===== src/rtl/phy_seq_pkg.sv =====
package phy_seq_pkg;

  localparam int MGMT_ADDR_W = 5;

  localparam logic [4:0] REG_CTRL = 5'd0;
  localparam logic [4:0] REG_STAT = 5'd1;
  localparam logic [4:0] REG_ID1  = 5'd2;
  localparam logic [4:0] REG_ID2  = 5'd3;

  localparam int AN_ENABLE_BIT = 12;
  localparam int AN_DONE_BIT   = 5;
  localparam int LINK_OK_BIT   = 2;

  typedef enum logic [2:0] {
    S_IDLE,
    S_WAIT,
    S_ID1,
    S_ID2,
    S_CTRL,
    S_STAT
  } seq_state_t;

  // Status bits that must all be set, chosen from the control word.
  function automatic logic [15:0] link_mask(input logic [15:0] ctrl);
    logic [15:0] m;
    m = '0;
    m[LINK_OK_BIT] = 1'b1;
    if (ctrl[AN_ENABLE_BIT]) m[AN_DONE_BIT] = 1'b1;
    return m;
  endfunction

  function automatic logic link_met(input logic [15:0] status, input logic [15:0] mask);
    return (status & mask) == mask;
  endfunction

  function automatic logic id_absent(input logic [15:0] id1);
    return id1 == 16'hFFFF;
  endfunction

  function automatic logic [4:0] reg_for_state(input seq_state_t s);
    case (s)
      S_ID1:   return REG_ID1;
      S_ID2:   return REG_ID2;
      S_CTRL:  return REG_CTRL;
      S_STAT:  return REG_STAT;
      default: return REG_ID1;
    endcase
  endfunction

endpackage


===== src/rtl/phy_wait_timer.sv =====
module phy_wait_timer #(
  parameter int WAIT_CYCLES = 2_500_000
) (
  input  logic clk,
  input  logic rst_n,
  input  logic go,
  output logic expired
);
  localparam int CNT_W = $clog2(WAIT_CYCLES + 1);

  logic [CNT_W-1:0] cnt;

  always_ff @(posedge clk or negedge rst_n) begin
    if (!rst_n) begin
      cnt <= '0;
    end else if (go) begin
      cnt <= CNT_W'(WAIT_CYCLES);
    end else if (cnt != '0) begin
      cnt <= cnt - 1'b1;
    end
  end

  assign expired = (cnt == CNT_W'(1));
endmodule


===== src/rtl/phy_mdio_port.sv =====
module phy_mdio_port (
  input  logic        clk,
  input  logic        rst_n,
  input  logic        go,
  input  logic [4:0]  phy_in,
  input  logic [4:0]  reg_in,
  output logic        mdio_req,
  output logic [4:0]  mdio_phy,
  output logic [4:0]  mdio_reg,
  input  logic        mdio_rsp_valid,
  input  logic [15:0] mdio_rdata,
  output logic        rd_done,
  output logic [15:0] rd_data
);
  logic accept;
  assign accept = mdio_req && mdio_rsp_valid;

  always_ff @(posedge clk or negedge rst_n) begin
    if (!rst_n) begin
      mdio_req <= 1'b0;
      mdio_phy <= '0;
      mdio_reg <= '0;
      rd_done  <= 1'b0;
      rd_data  <= '0;
    end else begin
      rd_done <= accept;
      if (accept) rd_data <= mdio_rdata;
      if (go) begin
        mdio_req <= 1'b1;
        mdio_phy <= phy_in;
        mdio_reg <= reg_in;
      end else if (accept) begin
        mdio_req <= 1'b0;
      end
    end
  end
endmodule


===== src/rtl/phy_link_seq.sv =====
module phy_link_seq
  import phy_seq_pkg::*;
#(
  parameter int PASSES      = 11,
  parameter int WAIT_CYCLES = 2_500_000,
  parameter int MAX_POLLS   = 1000
) (
  input  logic        clk,
  input  logic        rst_n,
  input  logic        start,
  output logic        busy,
  output logic        done,
  output logic        phy_found,
  output logic        not_found,
  output logic        link_up,
  output logic        link_timeout,
  output logic [4:0]  phy_addr,
  output logic [31:0] phy_id,
  output logic [15:0] ctrl_reg,
  output logic [15:0] status_reg,
  output logic        mdio_req,
  output logic [4:0]  mdio_phy,
  output logic [4:0]  mdio_reg,
  input  logic        mdio_rsp_valid,
  input  logic [15:0] mdio_rdata
);
  localparam int PASS_W = $clog2(PASSES + 1);
  localparam int POLL_W = $clog2(MAX_POLLS + 1);

  seq_state_t               state;
  logic [MGMT_ADDR_W-1:0]   addr_q;
  logic [PASS_W-1:0]        pass_q;
  logic [POLL_W-1:0]        poll_q;
  logic [15:0]              mask_q;
  logic                     go_q;
  logic                     tmr_go_q;
  logic                     rd_done;
  logic [15:0]              rd_data;
  logic                     tmr_exp;

  // Named internal events
  logic waiting, scan_miss, addr_last, pass_last, link_ok, poll_last;
  assign waiting   = (state == S_WAIT);
  assign scan_miss = rd_done && (state == S_ID1) && id_absent(rd_data);
  assign addr_last = (addr_q == '1);
  assign pass_last = (pass_q == PASS_W'(PASSES));
  assign link_ok   = link_met(rd_data, mask_q);
  assign poll_last = (poll_q == POLL_W'(MAX_POLLS - 1));

  assign busy     = (state != S_IDLE);
  assign phy_addr = addr_q;

  phy_mdio_port u_port (
    .clk            (clk),
    .rst_n          (rst_n),
    .go             (go_q),
    .phy_in         (addr_q),
    .reg_in         (reg_for_state(state)),
    .mdio_req       (mdio_req),
    .mdio_phy       (mdio_phy),
    .mdio_reg       (mdio_reg),
    .mdio_rsp_valid (mdio_rsp_valid),
    .mdio_rdata     (mdio_rdata),
    .rd_done        (rd_done),
    .rd_data        (rd_data)
  );

  phy_wait_timer #(.WAIT_CYCLES(WAIT_CYCLES)) u_timer (
    .clk     (clk),
    .rst_n   (rst_n),
    .go      (tmr_go_q),
    .expired (tmr_exp)
  );

  always_ff @(posedge clk or negedge rst_n) begin
    if (!rst_n) begin
      state        <= S_IDLE;
      addr_q       <= '0;
      pass_q       <= '0;
      poll_q       <= '0;
      mask_q       <= '0;
      go_q         <= 1'b0;
      tmr_go_q     <= 1'b0;
      done         <= 1'b0;
      phy_found    <= 1'b0;
      not_found    <= 1'b0;
      link_up      <= 1'b0;
      link_timeout <= 1'b0;
      phy_id       <= '0;
      ctrl_reg     <= '0;
      status_reg   <= '0;
    end else begin
      go_q     <= 1'b0;
      tmr_go_q <= 1'b0;
      done     <= 1'b0;
      case (state)
        S_IDLE: if (start) begin
          phy_found    <= 1'b0;
          not_found    <= 1'b0;
          link_up      <= 1'b0;
          link_timeout <= 1'b0;
          phy_id       <= '0;
          ctrl_reg     <= '0;
          status_reg   <= '0;
          addr_q       <= '0;
          pass_q       <= PASS_W'(1);
          go_q         <= 1'b1;
          state        <= S_ID1;
        end
        S_WAIT: if (tmr_exp) begin
          go_q  <= 1'b1;
          state <= S_ID1;
        end
        S_ID1: if (rd_done) begin
          if (scan_miss) begin
            if (!addr_last) begin
              addr_q <= addr_q + 1'b1;
              go_q   <= 1'b1;
            end else if (pass_last) begin
              not_found <= 1'b1;
              done      <= 1'b1;
              state     <= S_IDLE;
            end else begin
              addr_q   <= '0;
              pass_q   <= pass_q + 1'b1;
              tmr_go_q <= 1'b1;
              state    <= S_WAIT;
            end
          end else begin
            phy_id[31:16] <= rd_data;
            go_q          <= 1'b1;
            state         <= S_ID2;
          end
        end
        S_ID2: if (rd_done) begin
          phy_id[15:0] <= rd_data;
          phy_found    <= 1'b1;
          poll_q       <= '0;
          go_q         <= 1'b1;
          state        <= S_CTRL;
        end
        S_CTRL: if (rd_done) begin
          ctrl_reg <= rd_data;
          mask_q   <= link_mask(rd_data);
          go_q     <= 1'b1;
          state    <= S_STAT;
        end
        S_STAT: if (rd_done) begin
          status_reg <= rd_data;
          if (link_ok) begin
            link_up <= 1'b1;
            done    <= 1'b1;
            state   <= S_IDLE;
          end else if (poll_last) begin
            link_timeout <= 1'b1;
            done         <= 1'b1;
            state        <= S_IDLE;
          end else begin
            poll_q <= poll_q + 1'b1;
            go_q   <= 1'b1;
            state  <= S_CTRL;
          end
        end
        default: state <= S_IDLE;
      endcase
    end
  end
endmodule


===== config.mk =====
export PLATFORM = sky130hd
export DESIGN_NAME = phy_link_seq
export DESIGN_NICKNAME = d
export VERILOG_FILES = /design/src/rtl/phy_seq_pkg.sv /design/src/rtl/phy_wait_timer.sv /design/src/rtl/phy_mdio_port.sv /design/src/rtl/phy_link_seq.sv
export SDC_FILE = /design/constraint.sdc
export NUM_CORES = 1
export LEC_CHECK = 0
export ABC_CLOCK_PERIOD_IN_PS = 3900
export BUFFER_PORTS_ARGS = -buffer_cell sky130_fd_sc_hd__buf_2
export CAP_MARGIN = 20
export CORE_ASPECT_RATIO = 1.75
export CORE_MARGIN = 5
export CORE_UTILIZATION = 55
export DETAILED_ROUTE_END_ITERATION = 12
export PLACE_DENSITY = 0.81
export SYNTH_ARGS = -nofsm -noshare
export SYNTH_HDL_FRONTEND = slang
export SYNTH_SLANG_ARGS = --single-unit

===== constraint.sdc =====
create_clock -name clk -period 3.9 [get_ports clk]
set_input_delay 0.195 -clock clk [delete_from_list [all_inputs] [get_ports clk]]
set_output_delay 0.195 -clock clk [all_outputs]
set_load 0.03 [all_outputs]

==> metrics.md, run 1 <==
| Metric | Value |
|---|---|
| Startpoint types | `flop` |
| Final Power | `5500 uW` |
| Overall routing resource usage | `26.0%` |
| WS Path Type | `flop to flop` |
| CTS Buffer Depth | `2` |
| Slew @ Worst Pin | `912 ps` |
| Clock slew at reported path FFs | `60 ps` |
| Worst Setup End Kind | `flop` |
| Main synth FF type | `dfrtp_1` |
| Overall die width | `91.7 um` |
| Pleak | `0.00375 uW` |
| Global routing usage on met1 | `26.8%` |
| Num CTS Buffers | `17` |
| Final ANT Viol Nets | `0` |
| Antenna cells | `0` |
| Vias per Instance | `6.01` |
| Met3 Use GR | `6.79%` |
| Root Driver | `clkbuf_16` |
| Vias | `5407` |
| Placer Congestion | `0.936` |
| Initial Utilization | `55.8%` |
| Gr ovfl total | `0` |
| Final period util | `69.7%` |
| Biggest register | `phy_id` |
| # IOs | `106` |
| Most used cell, CP | `nand2_1` |
| RSZ-0062 raised after global routing | `false` |
| Minimum clock period | `2720 ps` |
| Slowest cell on the critical path | `nand2_1` |
| Mapped Cells | `656` |
| Port bufs | `102` |
| Setup Fix Bufs, Post-CTS | `0` |
| Met2 Use GR | `46.5%` |
| Post-DP HPWL | `12.3 mm` |
| Slew Viols, Final | `0` |
| Die area | `0.0140 mm^2` |
| Worst VDD drop | `0.498 mV` |
| Top cell type by total area after synthesis | `dfrtp_1` |
| Worst-Skew Late Latency | `410 ps` |
| Cell Area, Synth | `0.00642 mm^2` |
| # setup viols final | `0` |
| Worst-path cell chain | `nor3_1, nand2_1, nand2_1, nand3_1, nand2_1` |
| Most common cell in the netlist | `nand2_1` |
| Slew HR | `39.0%` |
| Synth top cells by count | `nand2_1, dfrtp_1, o21ai_0, nor2_1, clkbuf_1` |
| Max-cap viol count | `0` |
| Drt total wl | `17.7 mm` |
| Largest stage delay, worst path | `700 ps` |
| CTS Sinks | `142` |
| Pre-Repair DR Iteration Count | `6` |
| Max FFs per register | `32` |
| Area contributors post-synth | `dfrtp_1, nand2_1, o21ai_0` |
| Asr flop ratio synth | `100%` |
| Core area | `0.0115 mm^2` |
| Area Growth Syn to Fin | `19.0%` |
| DRC | `0` |
| Rows | `52` |
| Average wire per standard cell | `19.7 um` |
| Skew final | `12.2 ps` |
| Max Fclk | `0.368 GHz` |
| Post-layout net count | `780` |
| Syn_area_per_cell | `9.79 um^2` |
| Sequential area share after synthesis | `55.3%` |
| Worst Hold Class | `input pin to flop` |
| CP Max Fanout | `24` |
| TNS Setup | `0 ps` |
| Top Registers | `phy_id x32, u_timer.cnt x22` |
| Unique cell type count in the Yosys netlist | `57` |
| Critical path arrival | `3020 ps` |
| Synth warnings | `0` |
| Pwr per Cell Area | `719 mW/mm^2` |
| Required @ worst endpoint | `4200 ps` |
| Chip Height | `153 um` |
| Final Hold Fails | `0` |
| Synthesized flop and latch total | `142` |
| GRT busiest layer | `met2` |
| TritonCTS clock tree | `done` |
| EDFF count, synth | `0` |
| Initial antenna violation count | `0` |
| First-pass GRT wire length | `28.5 mm` |
| Largest net degree at the start of global routing | `115` |
| Share of the synthesized area in the top cell type | `55.3%` |
| Number of global-route vias before repair | `5594` |
| Share of layout cells above drive strength 1 | `22.9%` |
| Status | `complete, no violations` |
| H-tree levels | `4` |
| Post-cts sizing count | `0` |
| Starting DRT DRC Count | `378` |
## routing by layer
layer  vias up  wire length [um]
li1       2433                 -
met1      2647              5980
met2       253              9660
met3        74              1010
met4         0              1050
met5         -                 0
## where the power goes
group / switching (uW) / leakage, uW / total, uW / internal (uW)
logic: 1110 / 0.00158 / 1640 / 534
registers: 458 / 0.00189 / 2290 / 1830
clock network: 628 / 0.000277 / 1570 / 942
## worst max-delay path: cells and delay by family (launching register included)
family,cells,cell delay (ps)
simple gates,5,1910
flops,1,690
## logic make-up (layout without fill, tap and decap cells)
family,after synthesis,count (layout),synth area share (%)
AO/OA/AOI/OAI,113,113,10.6
XOR/XNOR,25,25,3.41
adder cells (fa/ha/maj),7,7,1.36
buffers and inverters,50,156,3.35
multiplexers,24,24,4.15
flip-flops,142,142,55.3
AND/OR/NAND/NOR,294,294,21.7
other,1,3,0.0584
## metrics by stage
stage          setup WS, ps  hold WS (ps)  utilization [%]  std cells  area, um^2
4_1_cts                1190          1.90             66.0        896        7600
6_report               1180          16.0             66.4        899        7640
2_1_floorplan          1570          -101                -        658        6430
3_3_place_gp           1280           407             60.8        863        7000
3_5_place_dp           1220           409             60.9        864        7010
5_1_grt                 950          7.05             66.4        899        7640
## timing repair
| item | 4_1_cts | 5_1_grt |
|---|---|---|
| hold buffers | 2 | 1 |
| endpoints found under the setup margin | 0 | 0 |
| endpoints found under the hold margin | 66 | 1 |
## cell usage in the layout, fill, tap and decap left out, types with 7 or more instances in the layout
master,synthesis,routed
a21oi_1,11,11
buf_2,1,101
clkbuf_16,0,17
dfrtp_1,142,142
ha_1,7,7
inv_1,12,12
mux2_2,21,21
nand2_1,146,146
nand2b_1,11,11
nand3_1,20,20
nand4_1,13,13
nor2_1,38,37
nor3_1,13,13
nor4_1,7,7
o211ai_1,11,11
o21ai_0,65,65
xnor2_1,14,14
xor2_1,11,11
## cell type report
type / count / area [um^2]
tap: 135 / 169
sequential: 142 / 3550
inverter: 12 / 45.0
fill: 846 / 3870
clock inverter: 12 / 139
multi-input combinational: 466 / 2670
timing repair buffer: 114 / 638
clock buffer: 18 / 429
## worst paths after layout
kind	from	end	slack (ps)	depth (start not counted)
worst max-delay path	state[0]	ctrl_reg[7]	1180	5
worst min-delay path	mdio_rdata[9]	u_port.rd_data[9]	20	2
worst max register to register	state[0]	ctrl_reg[7]	1180	5
worst min register to register	ctrl_reg[10]	ctrl_reg[10]	470	2
max in group asynchronous	rst_n	link_timeout	2940	3
min in group asynchronous	rst_n	status_reg[1]	240	2
(Power assumes the default switching activity.)
==> inputs of run 2 (changes only) <==
--- a/config.mk
+++ b/config.mk
@@ -5,14 +5,15 @@
 export SDC_FILE = /design/constraint.sdc
 export NUM_CORES = 1
 export LEC_CHECK = 0
-export ABC_CLOCK_PERIOD_IN_PS = 3900
+export ABC_AREA = 1
+export ABC_CLOCK_PERIOD_IN_PS = 2350
 export BUFFER_PORTS_ARGS = -buffer_cell sky130_fd_sc_hd__buf_2
 export CAP_MARGIN = 20
 export CORE_ASPECT_RATIO = 1.75
 export CORE_MARGIN = 5
-export CORE_UTILIZATION = 55
+export CORE_UTILIZATION = 51
 export DETAILED_ROUTE_END_ITERATION = 12
-export PLACE_DENSITY = 0.81
+export PLACE_DENSITY = 0.79
 export SYNTH_ARGS = -nofsm -noshare
 export SYNTH_HDL_FRONTEND = slang
 export SYNTH_SLANG_ARGS = --single-unit
==> constraint.sdc (replaced) <==
create_clock -name clk -period 2.35 [get_ports clk]
set_input_delay 0.1175 -clock clk [delete_from_list [all_inputs] [get_ports clk]]
set_output_delay 0.1175 -clock clk [all_outputs]
set_load 0.03 [all_outputs]
==> metrics.md, run 2 <==
| Metric | Value |
|---|---|
| # IOs | `106 (unchanged)` |
| Clock power frac | `27.0% (-1.6 points)` |
| Worst-Skew Late Latency | `420 ps (about the same)` |
| Status | `complete, no violations` |
| Post-DP HPWL | `12.7 mm (+3.5%)` |
| Most common cell in the netlist | `nand2_1` |
| TritonCTS clock tree | `done` |
| Antenna cells | `0 (unchanged)` |
| Final Hold Fails | `0 (unchanged)` |
| Biggest register | `phy_id` |
| Skew final | `12.5 ps (+0.336 ps)` |
| Overall die width | `97.1 um (+5.9%)` |
| Worst Setup End Kind | `flop` |
| Hold Path Cell Cnt | `5 (+3)` |
| Pwr per Cell Area | `1190 mW/mm^2 (+65%)` |
| Met2 Use GR | `41.8% (-4.7 points)` |
| Met3 Use GR | `4.97% (-1.8 points)` |
| Number of fill cells | `1051 (+24%)` |
| RR Endpoint | `phy_addr[4]` |
| Worst Hold Class | `input pin to flop` |
| Design Area, Final | `0.00823 mm^2 (+7.7%)` |
| CTS Sinks | `142 (unchanged)` |
| WS Path Type | `flop to flop` |
| Drt total wl | `17.6 mm (-0.61%)` |
| Minimum clock period | `1990 ps (-731 ps)` |
| Largest stage delay, worst path | `430 ps (-270 ps)` |
| Crit-path leading delay family | `simple AND/OR/NAND/NOR gates` |
| Commonest non-fill, non-tap cell in the layout | `nand2_1` |
| Slew HR | `53.8% (+15 points)` |
| Initial antenna violation count | `0 (unchanged)` |
| Max FFs per register | `32 (unchanged)` |
| Startpoint types | `flop` |
| Final core occ | `63.3% (-3.1 points)` |
| Die area | `0.0158 mm^2 (+12%)` |
| Max Fclk | `0.503 GHz (+37%)` |
| Top Registers | `phy_id x32, u_timer.cnt x22` |
| First-pass GRT wire length | `29.4 mm (+3.2%)` |
| Psw | `4210 uW (+92%)` |
| Port bufs | `102 (unchanged)` |
| Asr flop ratio synth | `100% (unchanged)` |
| Slew Viols, Final | `0 (unchanged)` |
| Pre-Repair DR Iteration Count | `5 (-1)` |
| Slew @ Worst Pin | `688 ps (-225 ps)` |
| Overall routing resource usage | `23.1% (-3.0 points)` |
| Cell Area, Synth | `0.00677 mm^2 (+5.4%)` |
| Num CTS Buffers | `17 (unchanged)` |
| Share of layout cells above drive strength 1 | `19.9% (-3.0 points)` |
| Required @ worst endpoint | `2690 ps (-1510 ps)` |
| Global routing usage on met1 | `25.0% (-1.7 points)` |
| Unique cell type count in the Yosys netlist | `40 (-30%)` |
| Main synth FF type | `dfrtp_1` |
| Area Growth Syn to Fin | `21.6%` |
| GRT busiest layer | `met2` |
| Worst Path Buf+Inv | `1 (+1)` |
| Most frequent cells in the layout | `nand2_1, dfrtp_1, buf_2, nand3_1, inv_1` |
| Worst r2r path cells | `10 (+5)` |
| CTS Buffer Depth | `2 (unchanged)` |
| Critical path arrival | `2330 ps (-690 ps)` |
| TNS Setup | `0 ps (unchanged)` |
| Final worst-path setup slack | `361 ps (-819 ps)` |
| Share of the synthesized area in the top cell type | `52.5% (-2.9 points)` |
| Rows | `55 (+5.8%)` |
| Post-cts sizing count | `0 (unchanged)` |
| FF-to-FF setup slack | `360 ps (-820 ps)` |
| # setup viols final | `0 (unchanged)` |
| R2r startpoint | `phy_addr[0]` |
| CP Max Fanout | `10 (-58%)` |
| Clock slew at reported path FFs | `70 ps (about the same)` |
| Flop pwr share | `36.8% (-4.8 points)` |
| Hold Startpoint | `start` |
| Number of global-route vias before repair | `6039 (+8.0%)` |
| Gr ovfl total | `0 (unchanged)` |
| Synthesized flop and latch total | `142 (unchanged)` |
| Switching portion of total power | `43.1% (+3.2 points)` |
| Largest net degree at the start of global routing | `64 (-44%)` |
| Final period util | `84.7% (+15 points)` |
| Vias per Instance | `5.30 (-12%)` |
| Worst VDD drop | `0.814 mV (+64%)` |
| Core area | `0.0130 mm^2 (+13%)` |
| Post-layout net count | `965 (+24%)` |
| Setup Fix Bufs, Post-CTS | `0 (unchanged)` |
| Vias | `5936 (+9.8%)` |
| Logic pwr share | `36.2% (+6.4 points)` |
| Starting DRT DRC Count | `401 (+6.1%)` |
| Worst-path cell chain | `ha_1, nand2_1, nor2_1, ha_1, inv_1, nor3_1, nor2_4, nand2_4, nand2_1, o21ai_2` |
| Slowest cell on the critical path | `dfrtp_1` |
| Min-Delay Endpoint | `not_found` |
| Pleak | `0.00446 uW (+19%)` |
| Placed inst area | `0.00748 mm^2 (+6.7%)` |
| Final ANT Viol Nets | `0 (unchanged)` |
| Synth top cells by count | `nand2_1, dfrtp_1, nand3_1, inv_1, nor2_1` |
| Area contributors post-synth | `dfrtp_1, nand2_1, nand3_1` |
| Int Pwr | `5560 uW (+68%)` |
| Top cell type by total area after synthesis | `dfrtp_1` |
| Synth warnings | `0 (unchanged)` |
| Initial Utilization | `52.1% (-3.7 points)` |
| RSZ-0062 raised after global routing | `false` |
| Final Power | `9770 uW (+78%)` |
| Root Driver | `clkbuf_16` |
| Mapped Cells | `810 (+23%)` |
| H-tree levels | `4 (unchanged)` |
| Pre-CTS setup slack | `373 ps (-842 ps)` |
| Placer Congestion | `0.940 (+0.35%)` |
| Sequential area share after synthesis | `52.5% (-2.9 points)` |
| Chip Height | `162 um (+6.2%)` |
| EDFF count, synth | `0 (unchanged)` |
| DRC | `0 (unchanged)` |
| Syn_area_per_cell | `8.36 um^2 (-15%)` |
| Max-cap viol count | `0 (unchanged)` |
| Average wire per standard cell | `15.7 um (-20%)` |
[run 2: cell types whose count changed after synthesis, sizes merged, moves of 10 or more]
cell,change
buf,+11
clkbuf,-21
inv,+81
mux2,-21
nand2,+52
nand2b,-11
nand3,+77
nor2,+47
o211ai,-10
o21ai,+23
xnor2,-12
[run 2: logic make-up (layout without fill, tap and decap cells)]
logic type      Yosys count  in the layout  share of synthesized area [%]
simple gates            416            416                           27.6
compound gates          110            110                           9.37
xor+xnor                 13             13                           1.68
other cells               1              3                         0.0554
buf+inv                 121            259                           7.47
fa+ha+maj                 7              7                           1.29
flops                   142            142                           52.5
[run 2: cell type report]
cell class	instances	area [um^2]	area share, %
Inverter	93	352	4.27
Multi-Input combinational cell	549	2720	33.0
Clock inverter	14	148	1.79
Sequential cell	142	3550	43.2
Timing Repair Buffer	135	822	9.98
Clock buffer	17	425	5.17
Tap cell	171	214	2.60
[run 2: per-layer routing]
| layer | wire (um) | vias to the layer above |
|---|---|---|
| met5 | 0 | - |
| met2 | 9350 | 219 |
| met3 | 910 | 48 |
| met1 | 6570 | 2791 |
| met4 | 754 | 0 |
| li1 | - | 2878 |
[run 2: what timing repair did]
item,4_1_cts,5_1_grt
endpoints found under the hold margin,78,0
hold buffers,18,0
setup endpoints to repair,0,0
[run 2: worst max-delay path by stage]
stage / start / to / slack [ps] / depth (start not counted)
after floorplan: phy_addr[0] / phy_addr[2] / 370 / 10
final: phy_addr[0] / phy_addr[4] / 360 / 10
after detailed placement: phy_addr[0] / phy_addr[4] / 370 / 10
after global placement: phy_addr[1] / phy_addr[2] / 460 / 10
after global routing: phy_addr[0] / phy_addr[4] / 190 / 10
after CTS: phy_addr[1] / phy_addr[4] / 350 / 10
[run 2: power groups by stage]
stage,Combinational (uW),Sequential (uW),Clock (uW)
2_1_floorplan,1630,4360,0
3_3_place_gp,3450,3600,0
3_5_place_dp,3500,3610,0
4_1_cts,3560,3580,2670
5_1_grt,3870,3670,2780
6_report,3540,3590,2640
[run 2: through the flow]
stage	std cells	hold slack (ps)
after floorplan	812	-178
after global placement	1072	141
after detailed placement	1072	138
after CTS	1121	124
after global routing	1121	151
final	1121	135
[run 2: worst register-to-register path, stage by stage, from the launching register on]
cell and delay (ps):
dfrtp_1 430, ha_1 220, nand2_1 60, nor2_1 90, ha_1 270, inv_1 110
nor3_1 340, nor2_4 110, nand2_4 140, nand2_1 80, o21ai_2 60
==> inputs of run 3 (changes only) <==
--- a/config.mk
+++ b/config.mk
@@ -6,7 +6,7 @@
 export NUM_CORES = 1
 export LEC_CHECK = 0
 export ABC_AREA = 1
-export ABC_CLOCK_PERIOD_IN_PS = 2350
+export ABC_CLOCK_PERIOD_IN_PS = 1600
 export BUFFER_PORTS_ARGS = -buffer_cell sky130_fd_sc_hd__buf_2
 export CAP_MARGIN = 20
 export CORE_ASPECT_RATIO = 1.75
==> constraint.sdc (replaced) <==
create_clock -name clk -period 1.6 [get_ports clk]
set_input_delay 0.08 -clock clk [delete_from_list [all_inputs] [get_ports clk]]
set_output_delay 0.08 -clock clk [all_outputs]
set_load 0.03 [all_outputs]
==> metrics.md, run 3 (synthesis results as in run 2) <==
| Metric | Value |
|---|---|
| Worst Hold Class | `input pin to asynchronous set/reset pin` |
| CP Max Fanout | `7 (-3)` |
| Worst Path Buf+Inv | `1 (unchanged)` |
| Post-DP HPWL | `13.7 mm (+7.6%)` |
| Placer Congestion | `0.966 (+2.8%)` |
| Final ANT Viol Nets | `0 (unchanged)` |
| TNS Setup | `-888 ps (-888 ps)` |
| Max FFs per register | `32 (unchanged)` |
| Final Power | `15800 uW (+62%)` |
| Starting DRT DRC Count | `516 (+29%)` |
| Chip Height | `162 um (unchanged)` |
| Share of layout cells above drive strength 1 | `33.7% (+14 points)` |
| Critical path arrival | `2010 ps (-320 ps)` |
| Slowest cell on the critical path | `dfrtp_2` |
| Slew Viols, Final | `0 (unchanged)` |
| Drt total wl | `21.7 mm (+23%)` |
| Switching portion of total power | `44.4% (+1.3 points)` |
| Clock slew at reported path FFs | `60 ps (about the same)` |
| H-tree levels | `4 (unchanged)` |
| Core area | `0.0130 mm^2 (unchanged)` |
| Post-layout net count | `1054 (+9.2%)` |
| Antenna cells | `0 (unchanged)` |
| Required @ worst endpoint | `1920 ps (-770 ps)` |
| Top Registers | `phy_id x32, u_timer.cnt x22` |
| Most frequent cells in the layout | `nand2_1, dfrtp_1, buf_2, nand3_1, buf_4` |
| Failing checks | `negative setup slack` |
| Max Fclk | `0.593 GHz (+18%)` |
| Psw | `7010 uW (+66%)` |
| Flop pwr share | `33.0% (-3.8 points)` |
| Worst VDD drop | `1.53 mV (+88%)` |
| Number of fill cells | `875 (-17%)` |
| Number of global-route vias before repair | `6787 (+12%)` |
| Hold WS | `132 ps (-2.36 ps)` |
| Logic pwr share | `42.2% (+6.0 points)` |
| WS Path Type | `flop to flop` |
| Root Driver | `clkbuf_16` |
| Worst-path cell chain | `ha_4, nand2_4, nor2_4, ha_4, inv_4, nor3_4, nor2_4, nand3_4, nand2_2, nand2_2` |
| Biggest register | `phy_id` |
| CTS Buffer Depth | `2 (unchanged)` |
| Pleak | `0.00501 uW (+12%)` |
| Worst-Skew Late Latency | `430 ps (about the same)` |
| Status | `finished, violations left` |
| Overall die width | `97.1 um (unchanged)` |
| Vias | `6787 (+14%)` |
| Pre-Repair DR Iteration Count | `5 (unchanged)` |
| First-pass GRT wire length | `33.2 mm (+13%)` |
| TritonCTS clock tree | `done` |
| Final worst-path setup slack | `-87.0 ps (-448 ps)` |
| Final period util | `105% (+21 points)` |
| Num CTS Buffers | `17 (unchanged)` |
| Pre-CTS setup slack | `-61.3 ps (-434 ps)` |
| Commonest non-fill, non-tap cell in the layout | `nand2_1` |
| Area Growth Syn to Fin | `37.8%` |
| Gr ovfl total | `0 (unchanged)` |
| RSZ-0062 raised after global routing | `true` |
| Initial Utilization | `52.1% (unchanged)` |
| FF+latch area | `0.00356 mm^2 (+0.18%)` |
| DRC | `0 (unchanged)` |
| Average wire per standard cell | `17.9 um (+14%)` |
| Minimum clock period | `1690 ps (-302 ps)` |
| # IOs | `106 (unchanged)` |
| Final Hold Fails | `0 (unchanged)` |
| R2r startpoint | `phy_addr[0]` |
| Port bufs | `102 (unchanged)` |
| # setup viols final | `26 (+26)` |
| Pwr per Cell Area | `1690 mW/mm^2 (+43%)` |
| Clock power frac | `24.8% (-2.2 points)` |
| Multi-input gate area | `0.00304 mm^2 (+12%)` |
| Overall routing resource usage | `26.3% (+3.2 points)` |
| Worst Setup End Kind | `flop` |
| Largest net degree at the start of global routing | `63 (-1.6%)` |
| Rows | `55 (unchanged)` |
| CTS Sinks | `142 (unchanged)` |
| Vias per Instance | `5.60 (+5.8%)` |
| Die area | `0.0158 mm^2 (unchanged)` |
| Crit-path leading delay family | `simple AND/OR/NAND/NOR gates` |
| Largest stage delay, worst path | `430 ps (about the same)` |
| Skew final | `14.1 ps (+1.62 ps)` |
| CP Launch Point | `phy_addr[0]` |
| Max-cap viol count | `0 (unchanged)` |
| Initial antenna violation count | `0 (unchanged)` |
| Startpoint types | `flop` |
| Int Pwr | `8780 uW (+58%)` |
run 3: area by class of cell:
type / count / area share, %
inverter: 93 / 3.90
clock buffer: 18 / 4.60
clock inverter: 14 / 1.49
sequential: 142 / 38.2
timing repair buffer: 223 / 17.0
multi-input combinational: 550 / 32.6
tap: 171 / 2.29
run 3: path summary, 6_finish.rpt:
| check | endpoint | slack [ps] | cells after the start |
|---|---|---|---|
| max in group asynchronous | link_timeout | 800 | 3 |
| min in group clk | not_found | 190 | 5 |
| min reg2reg | u_port.mdio_phy[1] | 470 | 2 |
| min | u_timer.cnt[3] | 130 | 2 |
| max | pass_q[0] | -90 | 10 |
| max reg2reg | pass_q[0] | -90 | 10 |
run 3: per-layer routing:
layer | track usage (%) | share of wire, % | vias up | routed length [um]
li1 | - | - | 3058 | -
met1 | 26.9 | 33 | 3222 | 7210
met2 | 48.8 | 54 | 390 | 11700
met3 | 5.40 | 6.5 | 117 | 1420
met4 | 15.3 | 6.2 | 0 | 1350
met5 | 0 | 0 | - | 0
run 3: repair_timing:
item	4_1_cts	5_1_grt
hold buffers	18	0
gates cloned	1	1
hold endpoints to repair	97	0
pin swaps	2	22
gates resized for setup	15	86
setup buffers	6	15
setup endpoints to repair	86	72
run 3: metrics by stage:
stage               area, um^2  util (%)  instances
finish                    9330      71.7       1211
floorplan                 6810         -        812
detailed placement        8060      61.9       1138
global placement          8060      61.9       1138
CTS                       8910      68.5       1195
global route              9330      71.7       1211
run 3: power by group through the flow:
| stage | clock network [uW] | registers, uW | logic, uW |
|---|---|---|---|
| detailed placement | 0 | 5190 | 5850 |
| global route | 4090 | 5300 | 7100 |
| CTS | 3890 | 5150 | 6150 |
| finish | 3920 | 5210 | 6660 |
| floorplan | 0 | 6430 | 2430 |
| global placement | 0 | 5180 | 5740 |
